**src/rtl/dm_pkg.sv**
```systemverilog
package dm_pkg;
  localparam int CHARS      = 4;
  localparam int COLS       = 5;
  localparam int ROWS       = 7;
  localparam int FRAME_BITS = CHARS * ROWS;
  localparam int CELLS      = CHARS * COLS;
  localparam int ADDR_W     = $clog2(CELLS);
  localparam int COL_W      = $clog2(COLS);
  localparam int BIT_W      = $clog2(FRAME_BITS);

  typedef logic [ROWS-1:0]       rowpat_t;
  typedef logic [FRAME_BITS-1:0] frame_t;
endpackage

```
**src/rtl/dm_buffer.sv**
```systemverilog
module dm_buffer
  import dm_pkg::*;
(
  input  logic              clk,
  input  logic              rst_n,
  input  logic              wr_en,
  input  logic [ADDR_W-1:0] wr_addr,
  input  rowpat_t           wr_data,
  input  logic [COL_W-1:0]  rd_col,
  output frame_t            rd_frame
);
  rowpat_t cell_q [CELLS];

  always_ff @(posedge clk or negedge rst_n) begin
    if (!rst_n) begin
      for (int i = 0; i < CELLS; i++) cell_q[i] <= '0;
    end else if (wr_en && (wr_addr < ADDR_W'(CELLS))) begin
      cell_q[wr_addr] <= wr_data;
    end
  end

  // Character 4 occupies the top group so that it leaves the shifter first.
  for (genvar c = 0; c < CHARS; c++) begin : g_group
    logic [ADDR_W-1:0] idx;
    assign idx = ADDR_W'(c * COLS) + ADDR_W'(rd_col);
    assign rd_frame[c*ROWS +: ROWS] = cell_q[idx];
  end
endmodule

```
**src/rtl/dm_serializer.sv**
```systemverilog
module dm_serializer
  import dm_pkg::*;
#(
  parameter int HALF_DIV = 13
) (
  input  logic   clk,
  input  logic   rst_n,
  input  logic   load,
  input  frame_t frame,
  output logic   sclk,
  output logic   sdata,
  output logic   busy,
  output logic   done
);
  localparam int DIV_W = $clog2(HALF_DIV + 1);

  logic             busy_q, low_q;
  logic [DIV_W-1:0] div_q;
  logic [BIT_W-1:0] bit_q;
  frame_t           sh_q;
  logic             half_end;

  assign half_end = busy_q && (div_q == DIV_W'(HALF_DIV - 1));
  assign done     = half_end && low_q && (bit_q == BIT_W'(FRAME_BITS - 1));

  always_ff @(posedge clk or negedge rst_n) begin
    if (!rst_n) begin
      busy_q <= 1'b1;
      low_q  <= 1'b0;
      div_q  <= '0;
      bit_q  <= '0;
      sh_q   <= '0;
    end else if (load) begin
      busy_q <= 1'b1;
      low_q  <= 1'b0;
      div_q  <= '0;
      bit_q  <= '0;
      sh_q   <= frame;
    end else if (busy_q) begin
      if (half_end) begin
        div_q <= '0;
        if (!low_q) begin
          low_q <= 1'b1;
        end else begin
          low_q <= 1'b0;
          sh_q  <= sh_q << 1;
          if (done) busy_q <= 1'b0;
          else      bit_q  <= bit_q + 1'b1;
        end
      end else begin
        div_q <= div_q + 1'b1;
      end
    end
  end

  assign sclk  = busy_q ? ~low_q : 1'b1;
  assign sdata = sh_q[FRAME_BITS-1];
  assign busy  = busy_q;

  // Low-phase length monitor for the shift clock.
  logic [DIV_W:0] lo_run_q;
  always_ff @(posedge clk or negedge rst_n) begin
    if (!rst_n)    lo_run_q <= '0;
    else if (sclk) lo_run_q <= '0;
    else           lo_run_q <= lo_run_q + 1'b1;
  end

  p_low_phase_len_r2: assert property (@(posedge clk) disable iff (!rst_n)
    (sclk && lo_run_q != '0) |-> (lo_run_q == (DIV_W+1)'(HALF_DIV)));

  p_data_steady_at_fall_r2: assert property (@(posedge clk) disable iff (!rst_n)
    $fell(sclk) |-> $stable(sdata));
endmodule

```
**src/rtl/dm_pwm.sv**
```systemverilog
module dm_pwm #(
  parameter int LEVEL_W = 4
) (
  input  logic               clk,
  input  logic               rst_n,
  input  logic               start,
  input  logic               active,
  input  logic [LEVEL_W-1:0] level,
  output logic               on
);
  logic [LEVEL_W-1:0] cnt_q, lvl_q;

  always_ff @(posedge clk or negedge rst_n) begin
    if (!rst_n) begin
      cnt_q <= '0;
      lvl_q <= '0;
    end else if (start) begin
      cnt_q <= '0;
      lvl_q <= level;
    end else if (active) begin
      cnt_q <= cnt_q + 1'b1;
    end
  end

  assign on = active && (cnt_q < lvl_q);
endmodule

```
**src/rtl/dotmatrix_refresh.sv**
```systemverilog
module dotmatrix_refresh
  import dm_pkg::*;
#(
  parameter int HALF_DIV = 13,
  parameter int DWELL    = 256,
  parameter int BRIGHT_W = 4
) (
  input  logic                clk,
  input  logic                rst_n,
  input  logic                wr_valid,
  output logic                wr_ready,
  input  logic [ADDR_W-1:0]   wr_addr,
  input  logic [ROWS-1:0]     wr_data,
  input  logic [BRIGHT_W-1:0] bright,
  output logic                sclk,
  output logic                sdata,
  output logic [COLS-1:0]     col_strobe,
  output logic                blank_n
);
  localparam int DW_W = $clog2(DWELL + 1);

  logic             ser_busy, ser_done, dwell_end;
  logic [COL_W-1:0] col_q, next_col;
  logic [DW_W-1:0]  dw_q;
  frame_t           frame;

  assign wr_ready  = 1'b1;
  assign next_col  = (col_q == COL_W'(COLS - 1)) ? '0 : col_q + 1'b1;
  assign dwell_end = !ser_busy && (dw_q == DW_W'(DWELL - 1));

  dm_buffer u_buf (
    .clk      (clk),
    .rst_n    (rst_n),
    .wr_en    (wr_valid),
    .wr_addr  (wr_addr),
    .wr_data  (wr_data),
    .rd_col   (next_col),
    .rd_frame (frame)
  );

  dm_serializer #(.HALF_DIV(HALF_DIV)) u_ser (
    .clk   (clk),
    .rst_n (rst_n),
    .load  (dwell_end),
    .frame (frame),
    .sclk  (sclk),
    .sdata (sdata),
    .busy  (ser_busy),
    .done  (ser_done)
  );

  dm_pwm #(.LEVEL_W(BRIGHT_W)) u_pwm (
    .clk    (clk),
    .rst_n  (rst_n),
    .start  (ser_done),
    .active (!ser_busy),
    .level  (bright),
    .on     (blank_n)
  );

  always_ff @(posedge clk or negedge rst_n) begin
    if (!rst_n) begin
      col_q <= '0;
      dw_q  <= '0;
    end else if (ser_done) begin
      dw_q  <= '0;
    end else if (dwell_end) begin
      dw_q  <= '0;
      col_q <= next_col;
    end else if (!ser_busy) begin
      dw_q  <= dw_q + 1'b1;
    end
  end

  for (genvar k = 0; k < COLS; k++) begin : g_strobe
    assign col_strobe[k] = !ser_busy && (col_q == COL_W'(k));
  end

  p_dark_while_shift_r5: assert property (@(posedge clk) disable iff (!rst_n)
    !sclk |-> (col_strobe == '0));

  p_single_column_r5: assert property (@(posedge clk) disable iff (!rst_n)
    $onehot0(col_strobe));

  p_blank_needs_strobe_r7: assert property (@(posedge clk) disable iff (!rst_n)
    (col_strobe == '0) |-> !blank_n);
endmodule

```
**config.mk**
```make
export PLATFORM = sky130hd
export DESIGN_NAME = dotmatrix_refresh
export DESIGN_NICKNAME = d
export VERILOG_FILES = /design/src/rtl/dm_pkg.sv /design/src/rtl/dm_buffer.sv /design/src/rtl/dm_serializer.sv /design/src/rtl/dm_pwm.sv /design/src/rtl/dotmatrix_refresh.sv
export SDC_FILE = /design/constraint.sdc
export NUM_CORES = 1
export LEC_CHECK = 0
export ABC_AREA = 1
export BUFFER_PORTS_ARGS = -buffer_cell sky130_fd_sc_hd__clkbuf_2
export CAP_MARGIN = 40
export CORE_AREA = 3 3 144 146
export CTS_CLUSTER_DIAMETER = 80
export DETAILED_ROUTE_END_ITERATION = 12
export DIE_AREA = 0 0 147 149
export PLACE_DENSITY = 0.76
export SLEW_MARGIN = 30
export SYNTH_ARGS = -nofsm -noshare
export SYNTH_HDL_FRONTEND = slang
export SYNTH_SLANG_ARGS = --single-unit
```
**constraint.sdc**
```tcl
create_clock -name clk -period 8.74 [get_ports clk]
set_input_delay 1.311 -clock clk [delete_from_list [all_inputs] [get_ports clk]]
set_output_delay 1.311 -clock clk [all_outputs]
set_load 0.1 [all_outputs]
```
# Yosys cells after proc, flatten, opt, wreduce, memory -nomap -nowiden
# Cells that the tools add are included.
# totals
regBits,199
input_bits,19
output_inout_bits,9
wordCells,126
# classes
n_addsub,8
magnitude_cmp,8
n_eq_ne,10
n_mux,43
bitwise,7
n_reduce_logical,21
# ops
op,count
binary-select mux 7 bit (select 5 bit),4
bitwise mux 140 bit,1
2-to-1 mux 28 bit,4
2-to-1 mux 7 bit,9
demux 7 bit (select 5 bit),1
"greater-or-equal comparator 6 bit, second input constant",5
2-to-1 mux 9 bit,3
2-to-1 mux 5 bit,5
inverter 5 -> 6 bit,4
2-to-1 mux 4 bit,5
logical AND 1 bit,12
"adder 4 x 3 -> 5 bit, first input constant",2
2-to-1 mux 1 bit,10
"adder 9 x 1 -> 9 bit, second input constant",1
"== test 9 x 8 -> 1 bit, second input constant",1
"adder 4 x 1 -> 4 bit, second input constant",2
"== test 3 x 2 -> 1 bit, second input constant",2
"less-than comparator 6 x 1 -> 1 bit, second input constant",1
inverter 3 -> 6 bit,1
nonzero test 2 bit,3
"adder 5 x 1 -> 5 bit, second input constant",1
"== test 5 bit, second input constant",1
"less-than comparator 5 bit, second input constant",1
"adder 3 x 3 -> 4 bit, first input constant",1
15 further kinds,17

# Longest topological paths before layout
# Gate-level depths: netlist of the first run.
# logic_depth
word_depth,9
ltp_mapped,18
mapped_depth_nobuf,14

# By module
# Synthesis of the first run repeated with hierarchy kept, for this count alone.
# hier_totals
cells_unflattened,1595
hier_area_um2,11614.9
# modules_own_cells
module,instances,cells_per_inst,area_each_um2,seq_area_each_um2
dm_buffer,1,1201,8446.9,3503.4
dm_serializer,1,232,1915.6,977.2
dotmatrix_refresh,1,109,829.5,300.3
dm_pwm,1,53,422.9,200.2

# Worst setup path after synthesis of the first run
# No wires, ideal clock.
# synth_path
path_type,register to output
start,register col_q[0]
end,output port col_strobe[4]
arrival_time_ns,2.915
t_required_ns,7.429
setup_slack_ns,4.514
stages_incl_launch_ff,8
path_buffers,3
path_cell_list,dfrtp_1 inv_4 clkbuf_1 ha_1 nand2_4 buf_6 clkbuf_1 nor2_1
# synth_between
elab_chain_len,2
# synth_lines
item,line_no,text
"start, declared",dotmatrix_refresh.sv:23,"logic [COL_W-1:0] col_q, next_col;"
"start signal, assigned",dotmatrix_refresh.sv:69,col_q <= next_col;
== test 3 bit,dotmatrix_refresh.sv:76,assign col_strobe[k] = !ser_busy && (col_q == COL_W'(k));
logical AND 1 bit,dotmatrix_refresh.sv:76,
"end, declared",dotmatrix_refresh.sv:17,"output logic [COLS-1:0] col_strobe,"
# No other way between the ends.

# Worst setup path in the final report of the first run
# layout_path
start,register col_q[0]
end,register u_ser.sh_q[11]
# layout_between
elab_chain_len,8
word_cells_on_any_way,9
classes_between,add/sub: 2; eq/ne: 1; mux: 5; bitwise: 1
# layout_lines
item,line_no,text
adder 3 x 1 -> 3 bit / == test 3 bit (equally long branches),dotmatrix_refresh.sv:28,assign next_col = (col_q == COL_W'(COLS - 1)) ? '0 : col_q + 1'b1;
2-to-1 mux 3 bit (*),dotmatrix_refresh.sv:28,
adder 3 x 3 -> 4 bit (*),dm_buffer.sv:25,assign idx = ADDR_W'(c * COLS) + ADDR_W'(rd_col);
inverter 5 -> 6 bit (not written as such) (*),dm_buffer.sv:26,assign rd_frame[c*ROWS +: ROWS] = cell_q[idx];
binary-select mux 7 bit (select 5 bit) (*),dm_buffer.sv:26,
2-to-1 mux 7 bit (not written as such) (*) (2 in a row),dm_buffer.sv:26,
2-to-1 mux 28 bit (*),dm_serializer.sv:33,end else if (load) begin
"end signal, assigned",dm_serializer.sv:38,sh_q <= frame;
"end signal, assigned",dm_serializer.sv:46,sh_q <= sh_q << 1;
"end, declared",dm_serializer.sv:20,frame_t sh_q;
# Mark *: on every way between the ends. The rest lies on a longest branch, timed or not. The select of a mux whose other input is x is not followed.
# A chain may end at the register's enable or synchronous reset.

==> results.md, run 1 <==
- Fill count: approximately 1900
- Multi-input gate area: about 5600 um^2
- Comb pwr share: around 17%
- Via-to-Cell Ratio: between 5 and 6
- Initial core utilization: about three fifths
- First-pass GRT wire length: between 50 and 60 mm
- Fmax: around 230 MHz
- Setup TNS: 0 ps
- Worst slew pin tran: 796.3 ps
- Status: completed
- Synth Warn #: 0
- Asr flop ratio synth: between 90% and 100%
- Layout cell share with drive strength beyond 1: about 6.7%
- Sequential area share after synthesis: between 40% and 50%
- Final Cycle Share: about half
- Post-CTS Setup Bufs: 0
- Power share of the sequential group: approximately 49%
- CP required: 9080 ps
- # clock sinks: between 150 and 200
- Post-cts sizing count: 0
- Max Cap Viol: 0
- Post-detailed-route count of antenna-violating nets: 0
- Largest net degree at the start of global routing: 128
- DIE AREA: around 22000 um^2
- Setup crit start kind: flop
- Layout net count: 1619
- Number of global-route vias before repair: ~10000
- Root buf cell: clkbuf_16
- Via count: 10800
- Global route overflow: 0
- Area leader, netlist: dfrtp_1
- #FFs+latches synth: around 200
- CTS H-tree lvls: 4
- P_leak: about 6 nW
- Worst Path Max Fanout: 55
- Gr usage total: between 30% and 40%
- Per-cell routed wire length: about 19 um
- Synth top area cells: dfrtp_1 42%, nand2_1 17%, o21ai_0 8.7%, nand3_1 6.3%, inv_1 4.9%
- Pwr Density: about 190 nW/um^2
- CTS tree: yes
- Skew-Pair Late Insertion Delay: about 450 ps
- Initial antenna violation count: 1
- IO Count: 28
- Cells after synthesis: 1619
- Max Root-Sink Buffers: 2
- Synthesized area: 11670 um^2
- Syn Nets: 1655
- Drt total wl: approximately 34 mm
- Reported net switching power: around 0.00074 W
- Port bufs: 26
- Worst slew margin: 46.85%
- Reg area: 4981 um^2
- DIE WIDTH: 147 um
- Worst vdd ir: between 100 and 150 uV
- Internal power: about 0.0016 W
- Final Hold Fails: 0
- Area grow syn2layout: 5.671%
- Layout Skew: roughly 13 ps
- Slew Limit Fails: 0
- Net Sw Frac: about a third
- Core Region: ~20000 um^2
- Die height: around 150 um
- Final RePlAce weighted congestion: roughly 0.98
- Setup WS pre-CTS: 4364 ps
- Clk pwr share: about 34%
- WP data arrival: roughly 4700 ps
- Main synth FF type: dfrtp_1
- Iter 0 DRT Violations: 1125
- First-pass iteration count of the detailed router: 5
- Dpl hpwl: between 20 and 25 mm
- Distinct cells, synth: 46
- Antenna Cells: 0
- WS Path Type: flop to flop
- Worst-path clk slew: 80 ps
- RSZ-0062 raised after global routing: false
- Critical path capture point type: flop
- Hold buffer count at cts: 0
- DRC viols: 0
- Post-synth EDFFs: 0
- Rows: 51
- Area fraction of the dominant cell type after synthesis: 42.46%
- Hold Crit Class: flop to flop
- Setup violators final: 0
- CTS Buf Count: 17
- Fin crit period: roughly 4400 ps
- Syn avg cell area: 7.208 um^2
- Final worst setup slack: 4349 ps
stage by stage:
| step | cell area, um^2 | hold slack (ps) | util [%] | instances | power, W |
|---|---|---|---|---|---|
| after floorplan | 11670 | 443.3 | - | 1619 | 0.001376 |
| after global placement | 11640 | 463.4 | 59.62 | 1818 | 0.001509 |
| after detailed placement | 11710 | 465.3 | 59.98 | 1825 | 0.001523 |
| after CTS | 12280 | 484.8 | 62.89 | 1857 | 0.002294 |
| after global routing | 12330 | 498.0 | 63.16 | 1861 | 0.002407 |
| final | 12330 | 485.5 | 63.16 | 1861 | 0.002300 |
logic make-up after synthesis:
logic type / Yosys count / synth area share (%)
AND/OR/NAND/NOR: 824 / 29.65
adder cells (fa/ha/maj): 17 / 1.823
AO/OA/AOI/OAI: 309 / 14.94
other: 1 / 0.03213
flip-flops: 199 / 42.68
XOR/XNOR: 11 / 1.147
buffers and inverters: 258 / 9.735
cell usage in the layout, fill, tap and decap left out, drive strengths merged, types with 2 or more instances in the layout:
master,Yosys,routed
buf,45,14
nor2,105,105
o21ai,221,221
clkbuf,50,44
o221ai,10,10
o211ai,34,34
o21a,7,7
a21oi,12,12
ha,17,17
xnor2,2,2
or2,8,8
nor3,17,17
clkinv,2,8
xor2,9,9
nand3b,8,8
o22ai,21,21
nand2,527,527
inv,161,168
nand4,9,9
dfrtp,198,198
nand3,148,148
power groups by stage:
stage | logic [W] | clock network (W) | registers (W)
6_report | 0.000388 | 0.000782 | 0.00113
5_1_grt | 0.000442 | 0.000822 | 0.00114
3_3_place_gp | 0.000369 | 0 | 0.00114
4_1_cts | 0.000381 | 0.000788 | 0.00113
3_5_place_dp | 0.000379 | 0 | 0.00114
2_1_floorplan | 0.000263 | 0 | 0.00111
cell type report:
| class | instances | share of cell area (%) |
|---|---|---|
| Tap cell | 265 | 2.689 |
| Sequential cell | 199 | 40.39 |
| Multi-Input combinational cell | 1162 | 45.03 |
| Timing Repair Buffer | 40 | 2.303 |
| Clock inverter | 14 | 1.126 |
| Inverter | 163 | 4.982 |
| Clock buffer | 18 | 3.480 |
per-layer routing:
layer | vias up | global-route usage, % | wire [um]
li1 | 5173 | - | -
met1 | 5115 | 46.28 | 15340
met2 | 451 | 50.31 | 15590
met3 | 62 | 7.232 | 2812
met4 | 2 | 8.574 | 736
met5 | - | 0 | 13
sequential cells by signal, indices dropped and copies added (netlist names):
signal,count
dw_q,9
col_q,3
u_ser.sh_q,28
u_ser.busy,1
u_buf.cell_q,140
u_ser.low_q,1
u_pwm.lvl_q,4
u_pwm.cnt_q,4
u_ser.div_q,4
u_ser.bit_q,5
worst paths after layout:
kind,start,end,slack [ps],depth (start not counted)
hold / removal,u_pwm.lvl_q[0],u_pwm.lvl_q[0],490,2
setup / recovery,col_q[0],u_ser.sh_q[11],4350,12
setup reg to reg,col_q[0],u_ser.sh_q[11],4350,12
hold reg to reg,u_pwm.lvl_q[0],u_pwm.lvl_q[0],490,2
max in group asynchronous,rst_n,u_ser.busy,6700,3
min in group asynchronous,rst_n,u_pwm.cnt_q[3],820,1
Yosys cell counts, types with 2 or more instances:
| cell | n |
|---|---|
| o21ai_0 | 202 |
| a21oi_1 | 12 |
| nor2_2 | 4 |
| nand4_1 | 9 |
| buf_2 | 17 |
| dfrtp_1 | 198 |
| buf_1 | 2 |
| buf_6 | 12 |
| o21a_1 | 7 |
| o21ai_1 | 16 |
| inv_1 | 152 |
| nor3_1 | 17 |
| o22ai_1 | 21 |
| clkinv_1 | 2 |
| o21ai_2 | 2 |
| clkbuf_1 | 49 |
| buf_4 | 14 |
| inv_2 | 8 |
| nor2_1 | 100 |
| o211ai_1 | 34 |
| nand2_1 | 521 |
| ha_1 | 17 |
| o221ai_1 | 10 |
| nand3_4 | 2 |
| nand2_4 | 2 |
| nand2_2 | 3 |
| nand3_1 | 146 |
| or2_2 | 8 |
| nand3b_1 | 8 |
| xor2_1 | 8 |
critical path, stage by stage, from the launching register on:
cell,delay [ps]
dfrtp_1,570
inv_4,310
ha_1,350
nand2_4,490
nand2_2,630
nor2_4,360
inv_2,310
o21ai_2,600
inv_2,250
o21ai_1,130
nand3_1,90
nand3_1,120
nand2_1,50
Note: power is estimated with default switching activity, not from simulation.
==> run 2, diff against run 1 <==
Settings changed: CORE_AREA 3 3 144 146 to 3 3 148 150, DIE_AREA 0 0 147 149 to 0 0 151 153, PLACE_DENSITY 0.76 to 0.75.
Clock period 8.74 ns to 3.8 ns, I/O delays scaled along.
==> results.md, run 2 (synthesis results as in run 1) <==
- Status: completed
- First-pass GRT wire length: 54.47 mm (-2.0%)
- Max Cap Viol: 0 (unchanged)
- First-pass iteration count of the detailed router: 5 (unchanged)
- Via count: 10740 (-0.56%)
- Layout Skew: 12.73 ps (-0.009500 ps)
- Most flop-heavy register: u_buf.cell_q
- Hold Crit Class: input port to asynchronous set/reset pin
- Skew-Pair Late Insertion Delay: 450 ps (about the same)
- CTS Buf Count: 17 (unchanged)
- Layout net count: 1629 (+0.62%)
- Per-cell routed wire length: 17.98 um (-3.0%)
- Max Root-Sink Buffers: 2 (unchanged)
- M1 GR Usage: 43.87% (-2.4 points)
- Initial core utilization: 56.04% (-3.7 points)
- CP required: 4180 ps (-4900 ps)
- Layout cell share with drive strength beyond 1: 7.227% (+0.52 points)
- Hold buffer count at cts: 0 (unchanged)
- Die height: 153 um (+2.7%)
- RSZ-0062 raised after global routing: false
- Final RePlAce weighted congestion: 0.9997 (+2.2%)
- Post-detailed-route count of antenna-violating nets: 0 (unchanged)
- Drt total wl: 33.80 mm (-2.0%)
- Post-cts sizing count: 0 (unchanged)
- Pwr Density: 424.0 nW/um^2 (+130%)
- Met2 Use GR: 46.02% (-4.3 points)
- Root buf cell: clkbuf_16
- Slew Limit Fails: 0 (unchanged)
- WS Path Type: flop to flop
- # clock sinks: 199 (unchanged)
- P_leak: 6.011 nW (+0.43%)
- Global route overflow: 0 (unchanged)
- Antenna Cells: 0 (unchanged)
- GRT busiest layer: met2
- Iter 0 DRT Violations: 1412 (+26%)
- Gr usage total: 30.09% (-2.2 points)
- Finished Core Util: 59.57% (-3.6 points)
- Largest net degree at the start of global routing: 129 (+0.78%)
- Top flop regs: u_buf.cell_q: 140 flops, u_ser.sh_q: 28 flops, dw_q: 9 flops
- CTS tree: yes
- Final Hold Fails: 0 (unchanged)
- Initial antenna violation count: 0 (-1)
- Worst Path Max Fanout: 26 (-53%)
- DIE AREA: 23100 um^2 (+5.5%)
- Final Cycle Share: 84.24% (+34 points)
- Area grow syn2layout: 6.294%
- Worst-path clk slew: 80 ps (about the same)
- Rows: 53 (+3.9%)
- Port bufs: 26 (unchanged)
- Number of global-route vias before repair: 9947 (-0.60%)
- DIE WIDTH: 151 um (+2.7%)
- DRC viols: 0 (unchanged)
- Max reg flops: 140 (unchanged)
- Worst slew pin tran: 877.2 ps (+80.93 ps)
- Global Route met3 Usage: 5.159% (-2.1 points)
- CTS H-tree lvls: 4 (unchanged)
- Critical path capture point type: flop
- IO Count: 28 (unchanged)
- Post-CTS Setup Bufs: 0 (unchanged)
- Setup TNS: 0 ps (unchanged)
- Via-to-Cell Ratio: 5.714 (-1.6%)
- Fin crit period: 3201 ps (-1190 ps)
- Area of placed instances: 11820 um^2 (+0.90%)
- Setup crit start kind: flop
- Setup violators final: 0 (unchanged)
- Worst vdd ir: 291.7 uV (+95%)
- Core Region: 20820 um^2 (+6.6%)
- Fmax: 312.4 MHz (+37%)
- WP data arrival: 3580 ps (-1150 ps)
- Most common cell after layout, fill and taps aside: nand2_1
- Finished Cell Area: 12400 um^2 (+0.59%)
- Worst reg2reg path depth: 13 (+1)
- Commonest non-fill, non-tap cells in the layout: 521 x nand2_1, 202 x o21ai_0, 198 x dfrtp_1, 152 x inv_1, 146 x nand3_1
- Dpl hpwl: 23.56 mm (-2.1%)
- Worst slew margin: 41.45% (-5.4 points)
[run 2: cell type report]
class | instances | area [um^2]
Fill cell | 1979 | 8418
Multi-Input combinational cell | 1162 | 5553
Sequential cell | 199 | 4981
Inverter | 163 | 614.3
Clock buffer | 19 | 442.9
Timing Repair Buffer | 50 | 351.6
Tap cell | 275 | 344.1
Clock inverter | 12 | 117.6
[run 2: path summary, 6_finish.rpt]
check,start,to,slack (ps)
min,rst_n,u_pwm.lvl_q[1],10
max in group asynchronous,rst_n,u_buf.cell_q[132],2650
min in group clk,bright[0],u_pwm.lvl_q[0],320
min reg2reg,u_pwm.lvl_q[0],u_pwm.lvl_q[0],480
max,col_q[0],u_ser.sh_q[21],600
max reg2reg,col_q[0],u_ser.sh_q[21],600
[run 2: critical path, cell delays in order, from the launching register on]
cell and delay, ps:
dfrtp_1 560, inv_4 40, ha_1 240, nand2_4 300, buf_4 390, nand2_8 200
ha_1 360, nor2_1 430, nand3_1 160, nor3_1 190, nor2_1 60, nand2_1 80
nand2_1 40, nand2_1 50
[run 2: layer usage]
| metal | vias to the layer above | wire, um | share of wire, % |
|---|---|---|---|
| met3 | 52 | 2747 | 8.1 |
| met1 | 5054 | 14790 | 44 |
| li1 | 5186 | - | - |
| met5 | - | 0 | 0 |
| met2 | 451 | 15430 | 46 |
| met4 | 0 | 830 | 2.5 |
[run 2: power breakdown]
| part | internal [W] | total (W) | switching [W] |
|---|---|---|---|
| clock | 0.000930 | 0.00178 | 0.000854 |
| sequential | 0.00240 | 0.00259 | 0.000197 |
| combinational | 0.000319 | 0.000881 | 0.000562 |
[run 2: through the flow]
stage | worst slack, ps | hold slack (ps) | std cells | power, W
3_5_place_dp | 704.4 | 464.6 | 1848 | 0.003492
5_1_grt | 360.9 | 14.36 | 1880 | 0.005520
6_report | 598.9 | 11.99 | 1880 | 0.005259
4_1_cts | 679.6 | 276.1 | 1879 | 0.005264
2_1_floorplan | 315.0 | 274.4 | 1619 | 0.003165
3_3_place_gp | 755.7 | 460.7 | 1848 | 0.003476
==> run 3, diff against run 2 <==
Clock period 3.8 ns to 2.8 ns, I/O delays scaled along.
==> results.md, run 3 (synthesis results as in run 1) <==
- Worst Path Max Fanout: 49 (+88%)
- WS Path Type: flop to flop
- R2r startpoint: col_q[0]
- CTS H-tree lvls: 4 (unchanged)
- Critical path depth: 11 (-2)
- Critical Path Source: col_q[0]
- Initial antenna violation count: 0 (unchanged)
- Largest net degree at the start of global routing: 98 (-24%)
- Max reg flops: 140 (unchanged)
- Iter 0 DRT Violations: 1156 (-18%)
- Critical Path, Cell by Cell: inv_4, ha_1, nand2_4, nand2_4, buf_16, o21ai_0, nor2_1, o21ai_0, nand3_1, nand3_1, nand2_1
- CP required: 3130 ps (-1050 ps)
- Layout net count: 1666 (+2.3%)
- Commonest non-fill, non-tap cells in the layout: 521 x nand2_1, 202 x o21ai_0, 197 x dfrtp_1, 151 x inv_1, 146 x nand3_1
- Layout cell share with drive strength beyond 1: 9.738% (+2.5 points)
- Antenna Cells: 0 (unchanged)
- Delay-heaviest family, CP: compound AO/OA/AOI/OAI gates
- Fin cells: 1918 (+2.0%)
- Worst slew pin tran: 805.6 ps (-71.60 ps)
- Final RePlAce weighted congestion: 0.9673 (-3.2%)
- Crit-path max cell delay: 490 ps (-70 ps)
- # clock sinks: 199 (unchanged)
- Setup violators final: 0 (unchanged)
- First-pass iteration count of the detailed router: 7 (+2)
- RSZ-0062 raised after global routing: false
- Rows: 53 (unchanged)
- First-pass GRT wire length: 56.66 mm (+4.0%)
- DIE WIDTH: 151 um (unchanged)
- CTS Buf Count: 17 (unchanged)
- Worst reg2reg path depth: 11 (-2)
- Root buf cell: clkbuf_16
- Area grow syn2layout: 9.682%
- Core Region: 20820 um^2 (unchanged)
- Skew-Pair Late Insertion Delay: 440 ps (about the same)
- Slew Limit Fails: 0 (unchanged)
- Post-CTS Setup Bufs: 0 (unchanged)
- Crit-path slowest cell: dfrtp_2
- WP data arrival: 2950 ps (-630 ps)
- IO Count: 28 (unchanged)
- Top flop regs: u_buf.cell_q: 140 flops, u_ser.sh_q: 28 flops, dw_q: 9 flops
- P_leak: 6.212 nW (+3.3%)
- Most flop-heavy register: u_buf.cell_q
- Fin crit period: 2616 ps (-585.1 ps)
- Layout Skew: 8.997 ps (-3.730 ps)
- DRC viols: 0 (unchanged)
- Worst vdd ir: 386.7 uV (+33%)
- CTS tree: yes
- Dpl hpwl: 25.35 mm (+7.6%)
- Status: completed
- Pwr Density: 560.1 nW/um^2 (+32%)
- Via-to-Cell Ratio: 5.772 (+1.0%)
- Final Cycle Share: 93.43% (+9.2 points)
- DIE AREA: 23100 um^2 (unchanged)
- Fmax: 382.3 MHz (+22%)
- Die height: 153 um (unchanged)
- Hold buffer count at cts: 0 (unchanged)
- Gr usage total: 31.41% (+1.3 points)
- Port bufs: 26 (unchanged)
- Inst Count DP: 1883 (+1.9%)
- Worst slew margin: 46.23% (+4.8 points)
- Critical path capture point type: flop
- Post-detailed-route count of antenna-violating nets: 0 (unchanged)
- Initial core utilization: 56.04% (unchanged)
- Setup TNS: 0 ps (unchanged)
- Number of global-route vias before repair: 10340 (+3.9%)
- Drt total wl: 35.61 mm (+5.4%)
- Max Root-Sink Buffers: 2 (unchanged)
- Most common cell after layout, fill and taps aside: nand2_1
- Crit path buffers/inverters: 2 (unchanged)
- Per-cell routed wire length: 18.57 um (+3.3%)
- Hold Crit Class: input port to asynchronous set/reset pin
- Global route overflow: 0 (unchanged)
- Max Cap Viol: 0 (unchanged)
- Worst-path clk slew: 70 ps (about the same)
- Fill count: 1922 (-2.9%)
- Final Hold Fails: 0 (unchanged)
- Via count: 11070 (+3.0%)
- Setup crit start kind: flop
==> run 3: cell types whose count changed in the layout (fill, tap and decap cells not counted), moves of 2 or more <==
cell | previous run | this run
buf_4 | 22 | 52
buf_8 | 0 | 4
buf_12 | 1 | 4
nor2_1 | 100 | 97
nor2_2 | 4 | 6
==> run 3: path summary, 6_finish.rpt <==
kind                            slack, ps        endpoint
worst max register to register        180  u_ser.sh_q[10]
max in group asynchronous            2000      u_ser.busy
worst min-delay path                   20         dw_q[3]
worst max-delay path                  180  u_ser.sh_q[10]
worst min register to register        480  u_ser.sh_q[24]
min in group clk                      170  u_pwm.lvl_q[0]
==> run 3: worst reg2reg max path: stages (launching register included) <==
cell	delay, ps
dfrtp_2	490
inv_4	50
ha_1	230
nand2_4	180
nand2_4	130
buf_16	200
o21ai_0	490
nor2_1	70
o21ai_0	380
nand3_1	150
nand3_1	100
nand2_1	50
==> run 3: area by class of cell <==
cell class,instances,area [um^2],area share [%]
Timing Repair Buffer,87,716.9,5.601
Clock buffer,19,442.9,3.460
Tap cell,275,344.1,2.688
Sequential cell,199,4982,38.92
Multi-Input combinational cell,1162,5578,43.58
Inverter,163,614.3,4.800
Clock inverter,13,121.4,0.9482
==> run 3: timing repair <==
action / in CTS / in global routing
hold endpoints to repair: 0 / 0
endpoints found under the setup margin: 0 / 7
resized for setup: 0 / 3
==> run 3: power by group <==
| group | switching, W | internal (W) |
|---|---|---|
| sequential | 0.000285 | 0.00325 |
| combinational | 0.000762 | 0.000447 |
| clock | 0.00116 | 0.00126 |
==> run 3: metal layers <==
metal | GRT usage, % | up-vias | part of all wire [%]
met1 | 45.98 | 5209 | 44
met5 | 0 | - | 0
met2 | 47.09 | 526 | 45
met3 | 5.989 | 78 | 8.9
li1 | - | 5257 | -
met4 | 10.49 | 0 | 2.7
==> run 3: metrics by stage <==
step | total power [W] | setup slack (ps) | cell area, um^2 | util [%] | hold WS [ps]
2_1_floorplan | 0.004295 | 12.80 | 11700 | - | 124.4
3_3_place_gp | 0.004718 | 164.3 | 12140 | 58.28 | 461.1
3_5_place_dp | 0.004757 | 140.4 | 12170 | 58.44 | 466.6
4_1_cts | 0.007157 | 126.2 | 12730 | 61.15 | 50.71
5_1_grt | 0.007526 | 5.157 | 12800 | 61.47 | 66.98
6_report | 0.007170 | 184.0 | 12800 | 61.47 | 18.53
